`config.mk`:
```
export PLATFORM = sky130hd
export DESIGN_NAME = maj3_det
export DESIGN_NICKNAME = d
export VERILOG_FILES = /design/src/rtl/maj3_pkg.sv /design/src/rtl/maj3_next.sv /design/src/rtl/maj3_vote.sv /design/src/rtl/maj3_det.sv
export SDC_FILE = /design/constraint.sdc
export NUM_CORES = 1
export LEC_CHECK = 0
export BUFFER_PORTS_ARGS = -buffer_cell sky130_fd_sc_hd__buf_2
export CAP_MARGIN = 20
export CORE_AREA = 2 2 39 41
export CTS_BUF_LIST = sky130_fd_sc_hd__clkbuf_2
export CTS_CLUSTER_DIAMETER = 50
export DETAILED_ROUTE_END_ITERATION = 12
export DIE_AREA = 0 0 41 43
export GPL_ROUTABILITY_DRIVEN = 0
export PLACE_DENSITY = 0.3
export SYNTH_ARGS = -nofsm -noshare
export SYNTH_HDL_FRONTEND = slang
export SYNTH_SLANG_ARGS = --single-unit
```
`constraint.sdc`:
```
create_clock -name clk -period 1.1 [get_ports clk]
set_clock_uncertainty 0.1 [all_clocks]
set_input_delay 0.165 -clock clk [delete_from_list [all_inputs] [get_ports clk]]
set_output_delay 0.165 -clock clk [all_outputs]
set_load 0.05 [all_outputs]
```
`src/rtl/maj3_pkg.sv`:
```
package maj3_pkg;

    localparam int ST_W = 3;

    // 3'b111 is never entered in normal operation
    typedef enum logic [ST_W-1:0] {
        ST_EMPTY = 3'd0,
        ST_ONE0  = 3'd1,
        ST_ONE1  = 3'd2,
        ST_W00   = 3'd3,
        ST_W01   = 3'd4,
        ST_W10   = 3'd5,
        ST_W11   = 3'd6,
        ST_BAD   = 3'd7
    } state_e;

    typedef struct packed {
        state_e state;
        logic   hit;
    } regs_t;

endpackage

```
`src/rtl/maj3_next.sv`:
```
module maj3_next
    import maj3_pkg::*;
(
    input  state_e cur,
    input  logic   bit_i,
    input  logic   vld_i,
    output state_e nxt
);
    // steady state keyed on {older, newer} bits
    function automatic state_e pair_state(input logic older, input logic newer);
        case ({older, newer})
            2'b00:   return ST_W00;
            2'b01:   return ST_W01;
            2'b10:   return ST_W10;
            default: return ST_W11;
        endcase
    endfunction

    always_comb begin
        nxt = cur;
        if (cur == ST_BAD) begin
            nxt = ST_EMPTY;
        end else if (vld_i) begin
            case (cur)
                ST_EMPTY: nxt = bit_i ? ST_ONE1 : ST_ONE0;
                ST_ONE0,
                ST_W00,
                ST_W10:   nxt = pair_state(1'b0, bit_i);
                ST_ONE1,
                ST_W01,
                ST_W11:   nxt = pair_state(1'b1, bit_i);
                default:  nxt = ST_EMPTY;
            endcase
        end
    end

endmodule

```
`src/rtl/maj3_vote.sv`:
```
module maj3_vote
    import maj3_pkg::*;
(
    input  state_e cur,
    input  logic   bit_i,
    output logic   vote
);
    always_comb begin
        case (cur)
            ST_ONE1,
            ST_W01,
            ST_W10:  vote = bit_i;
            ST_W11:  vote = 1'b1;
            default: vote = 1'b0;
        endcase
    end

endmodule

```
`src/rtl/maj3_det.sv`:
```
module maj3_det
    import maj3_pkg::*;
(
    input  logic clk,
    input  logic rst,
    input  logic din_bit,
    input  logic din_vld,
    output logic hit_o
);
    state_e state_q;
    logic   hit_q;
    state_e state_nx;
    logic   vote;
    regs_t  r_d;

    maj3_next u_next (
        .cur   (state_q),
        .bit_i (din_bit),
        .vld_i (din_vld),
        .nxt   (state_nx)
    );

    maj3_vote u_vote (
        .cur   (state_q),
        .bit_i (din_bit),
        .vote  (vote)
    );

    always_comb begin
        r_d.state = state_nx;
        r_d.hit   = hit_q;
        if (state_q == ST_BAD) begin
            r_d.hit = 1'b0;
        end else if (din_vld) begin
            r_d.hit = vote;
        end
    end

    always_ff @(posedge clk) begin
        if (rst) begin
            state_q <= ST_EMPTY;
            hit_q   <= 1'b0;
        end else begin
            state_q <= r_d.state;
            hit_q   <= r_d.hit;
        end
    end

    assign hit_o = hit_q;

endmodule

```
==> results.cfg <==
[critical_path]
cp-start-kind = flip-flop
slowest_delay_ns = 0.32
required_ns = 1.12
reg2reg_depth = 3
worstPathMaxFanout = 3
r2r_end = hit_o$_SDFFE_PP0P_
cp-end-kind = flip-flop
setup.worst_path.class = reg -> reg
r2r_start = state_q[0]$_SDFFE_PP0P_
critPathSlowestCell = dfxtp_2
crit_chain = and3_4 -> or3_1 -> a31oi_1
reg2reg_slack_ns = -0.01
arrival_ns = 1.14

[timing]
period_needed_ns = 1.11
tightestPinTransition_ns = 0.313
max_slew_margin_pct = 78.6
setup_ws_ns = -0.0145
hold_violations = 0
rsz0062_at_grt = yes
final-setup-viol-count = 1
tns_ns = -0.0145
finalCritPeriodShare_pct = 101
fmax_mhz = 897
drv_slew = 0

[synthesis]
synth-adder-area-share_pct = 0
synth_cell_type_count = 14
syn_area_sq_um = 196
ys_seq_area_share_pct = 40.8
synthCells = 22
synth_edf_count = 0
yosys.area.top_type = dfxtp_1
muxShareOfSynthArea_pct = 0
synth_top_cells_by_count = dfxtp_1 (4), inv_1 (3), nor2_1 (3)
synth_area_leaders = dfxtp_1 (41%), a2111oi_2 (7.6%), and3_4 (5.7%)
yosys_warnings = 0
synth_flop_cell = dfxtp_1
synth_compound_area_share_pct = 28.7
async_flop_share_pct = 0
synth-seq-cells = 4
avgSynthCellArea_sq_um = 8.93
synth-simple-area-share_pct = 20.4
syn-num-nets = 26
synth.most_common_cell = dfxtp_1
synth_top_family_by_area = compound AO/OA/AOI/OAI gates
synth_xor_area_share_pct = 4.46
synth_top_area_share_pct = 40.8

[power_and_ir_drop]
power_uw = 378
powerDensity_mw_per_mm2 = 1260
peakVddDrop_mv = 0.636
leakage_uw = 0.000119

[placement]
numPortBuffers = 4
hpwl_microns = 382
dpl_worst_slack_ns = -0.0540

[clock_tree]
clkLatencyLatePin_ns = 0.20
root_buffer = clkbuf_2
tritoncts = built
cts_inserted_buffers = 3
cts_buffer_depth = 2
clkTransAtPathRegs_ns = 0.04
cts_sinks = 4
h-tree-depth = 1

[hold_path]
hold_path_class = in -> reg
min_delay_path_depth = 2
min_delay_worst_endpoint = state_q[1]$_SDFFE_PP0P_
min_from = rst

[routing]
wire_per_inst_microns = 9.00
first_pass_iters = 4
vias = 208
ant_nets = 0
finalWirelength_microns = 441
drc = 0
via_per_inst = 4.24
drt_iter0_markers = 6

[run]
cap_violations = 0

[outcome]
status = finished, violations left
violations = setup timing

[cells_and_area]
syn2layout_area_growth_pct = 52.2
final_util_pct = 21.6
final_layout_size_suffix_gt1_share_pct = 51.5
fillCellCount = 153
n_antenna_cell = 0
nNetsFinal = 39

[grt]
first_global_vias = 203
grt-ovfl-total = 0
grt_pass1_wl_microns = 765
grtUsageTotal_pct = 6.73
antenna_found_initial = 0
grt_max_degree = 9

[die]
rows = 14
start_util_pct = 14.2
coreArea_sq_mm = 0.00138
io_pins = 5
die_x_microns = 41
die_y_microns = 43
die_area_sq_mm = 0.00176
==> cells in the final DEF, fill, tap and decap left out <==
master / n
a221oi_1: 1
buf_4: 4
inv_1: 3
nand3b_1: 1
dfxtp_2: 4
o21ai_1: 1
o21ai_0: 1
nand2_1: 1
a2111oi_0: 1
a31oi_1: 1
buf_2: 4
or3_1: 1
clkbuf_2: 3
nor2_1: 3
and3_4: 1
o211ai_1: 1
xnor2_1: 1
a2111oi_4: 1
==> cell families (layout without fill, tap and decap cells) <==
| kind of cell | Yosys count | after routing |
|---|---|---|
| compound gates | 7 | 7 |
| simple gates | 7 | 7 |
| flops | 4 | 4 |
| buf+inv | 3 | 14 |
| xor+xnor | 1 | 1 |
==> worst max path at each step <==
| stage | start | end | slack [ns] | depth (start not counted) |
|---|---|---|---|---|
| after floorplan | state_q[0]$_SDFFE_PP0P_ | hit_o$_SDFFE_PP0P_ | -0.02 | 3 |
| after global placement | state_q[2]$_SDFFE_PP0P_ | hit_o$_SDFFE_PP0P_ | -0.06 | 3 |
| after detailed placement | state_q[0]$_SDFFE_PP0P_ | hit_o$_SDFFE_PP0P_ | -0.05 | 3 |
| after CTS | state_q[0]$_SDFFE_PP0P_ | hit_o$_SDFFE_PP0P_ | -0.03 | 3 |
| after global routing | state_q[2]$_SDFFE_PP0P_ | hit_o$_SDFFE_PP0P_ | -0.11 | 3 |
| final | state_q[0]$_SDFFE_PP0P_ | hit_o$_SDFFE_PP0P_ | -0.01 | 3 |
==> area by class of cell <==
cell class | count | area (sq um) | share of cell area [%]
tap | 16 | 20.0 | 6.69
multi-input combinational | 15 | 118 | 39.3
sequential | 4 | 85.1 | 28.5
clock buffer | 3 | 15.0 | 5.02
timing repair buffer | 8 | 50.0 | 16.7
inverter | 3 | 11.3 | 3.77
==> power by group <==
group	leakage (uW)	internal [uW]	switching [uW]	total, uW
combinational	0.0000726	37.3	42.5	79.8
sequential	0.0000344	160	8.17	168
clock	0.0000125	73.3	56.8	130
==> sequential cells by signal, summed over array words and instances (netlist names) <==
name,flops
state_q,3
hit_o,1
==> metrics by stage <==
step | cells | hold WS [ns] | instance area, sq um
after floorplan | 22 | 0.134 | 200
after global placement | 46 | 0.284 | 270
after detailed placement | 46 | 0.288 | 270
after CTS | 49 | 0.0659 | 285
after global routing | 49 | 0.0738 | 299
final | 49 | 0.0880 | 299
==> routing by layer <==
metal | routed length, microns | part of all wire (%) | GRT usage (%)
met4 | 0 | 0 | 2.00
met3 | 53 | 12 | 6.28
met2 | 222 | 50 | 9.38
met1 | 166 | 38 | 7.10
met5 | 0 | 0 | 0
==> critical path, delay by kind of cell (launching register included) <==
kind,cells,cell delay [ns]
flops,1,0.32
simple gates,2,0.47
compound gates,1,0.14
==> repair_timing <==
item                                   4_1_cts  5_1_grt
endpoints found under the hold margin        0        0
gates cloned                                 0        0
setup endpoints to repair                    2        4
pin swaps                                    1        2
gates resized for setup                      0        3
setup buffers                                0        0
hold buffers                                 0        0
(Power assumes the default switching activity.)
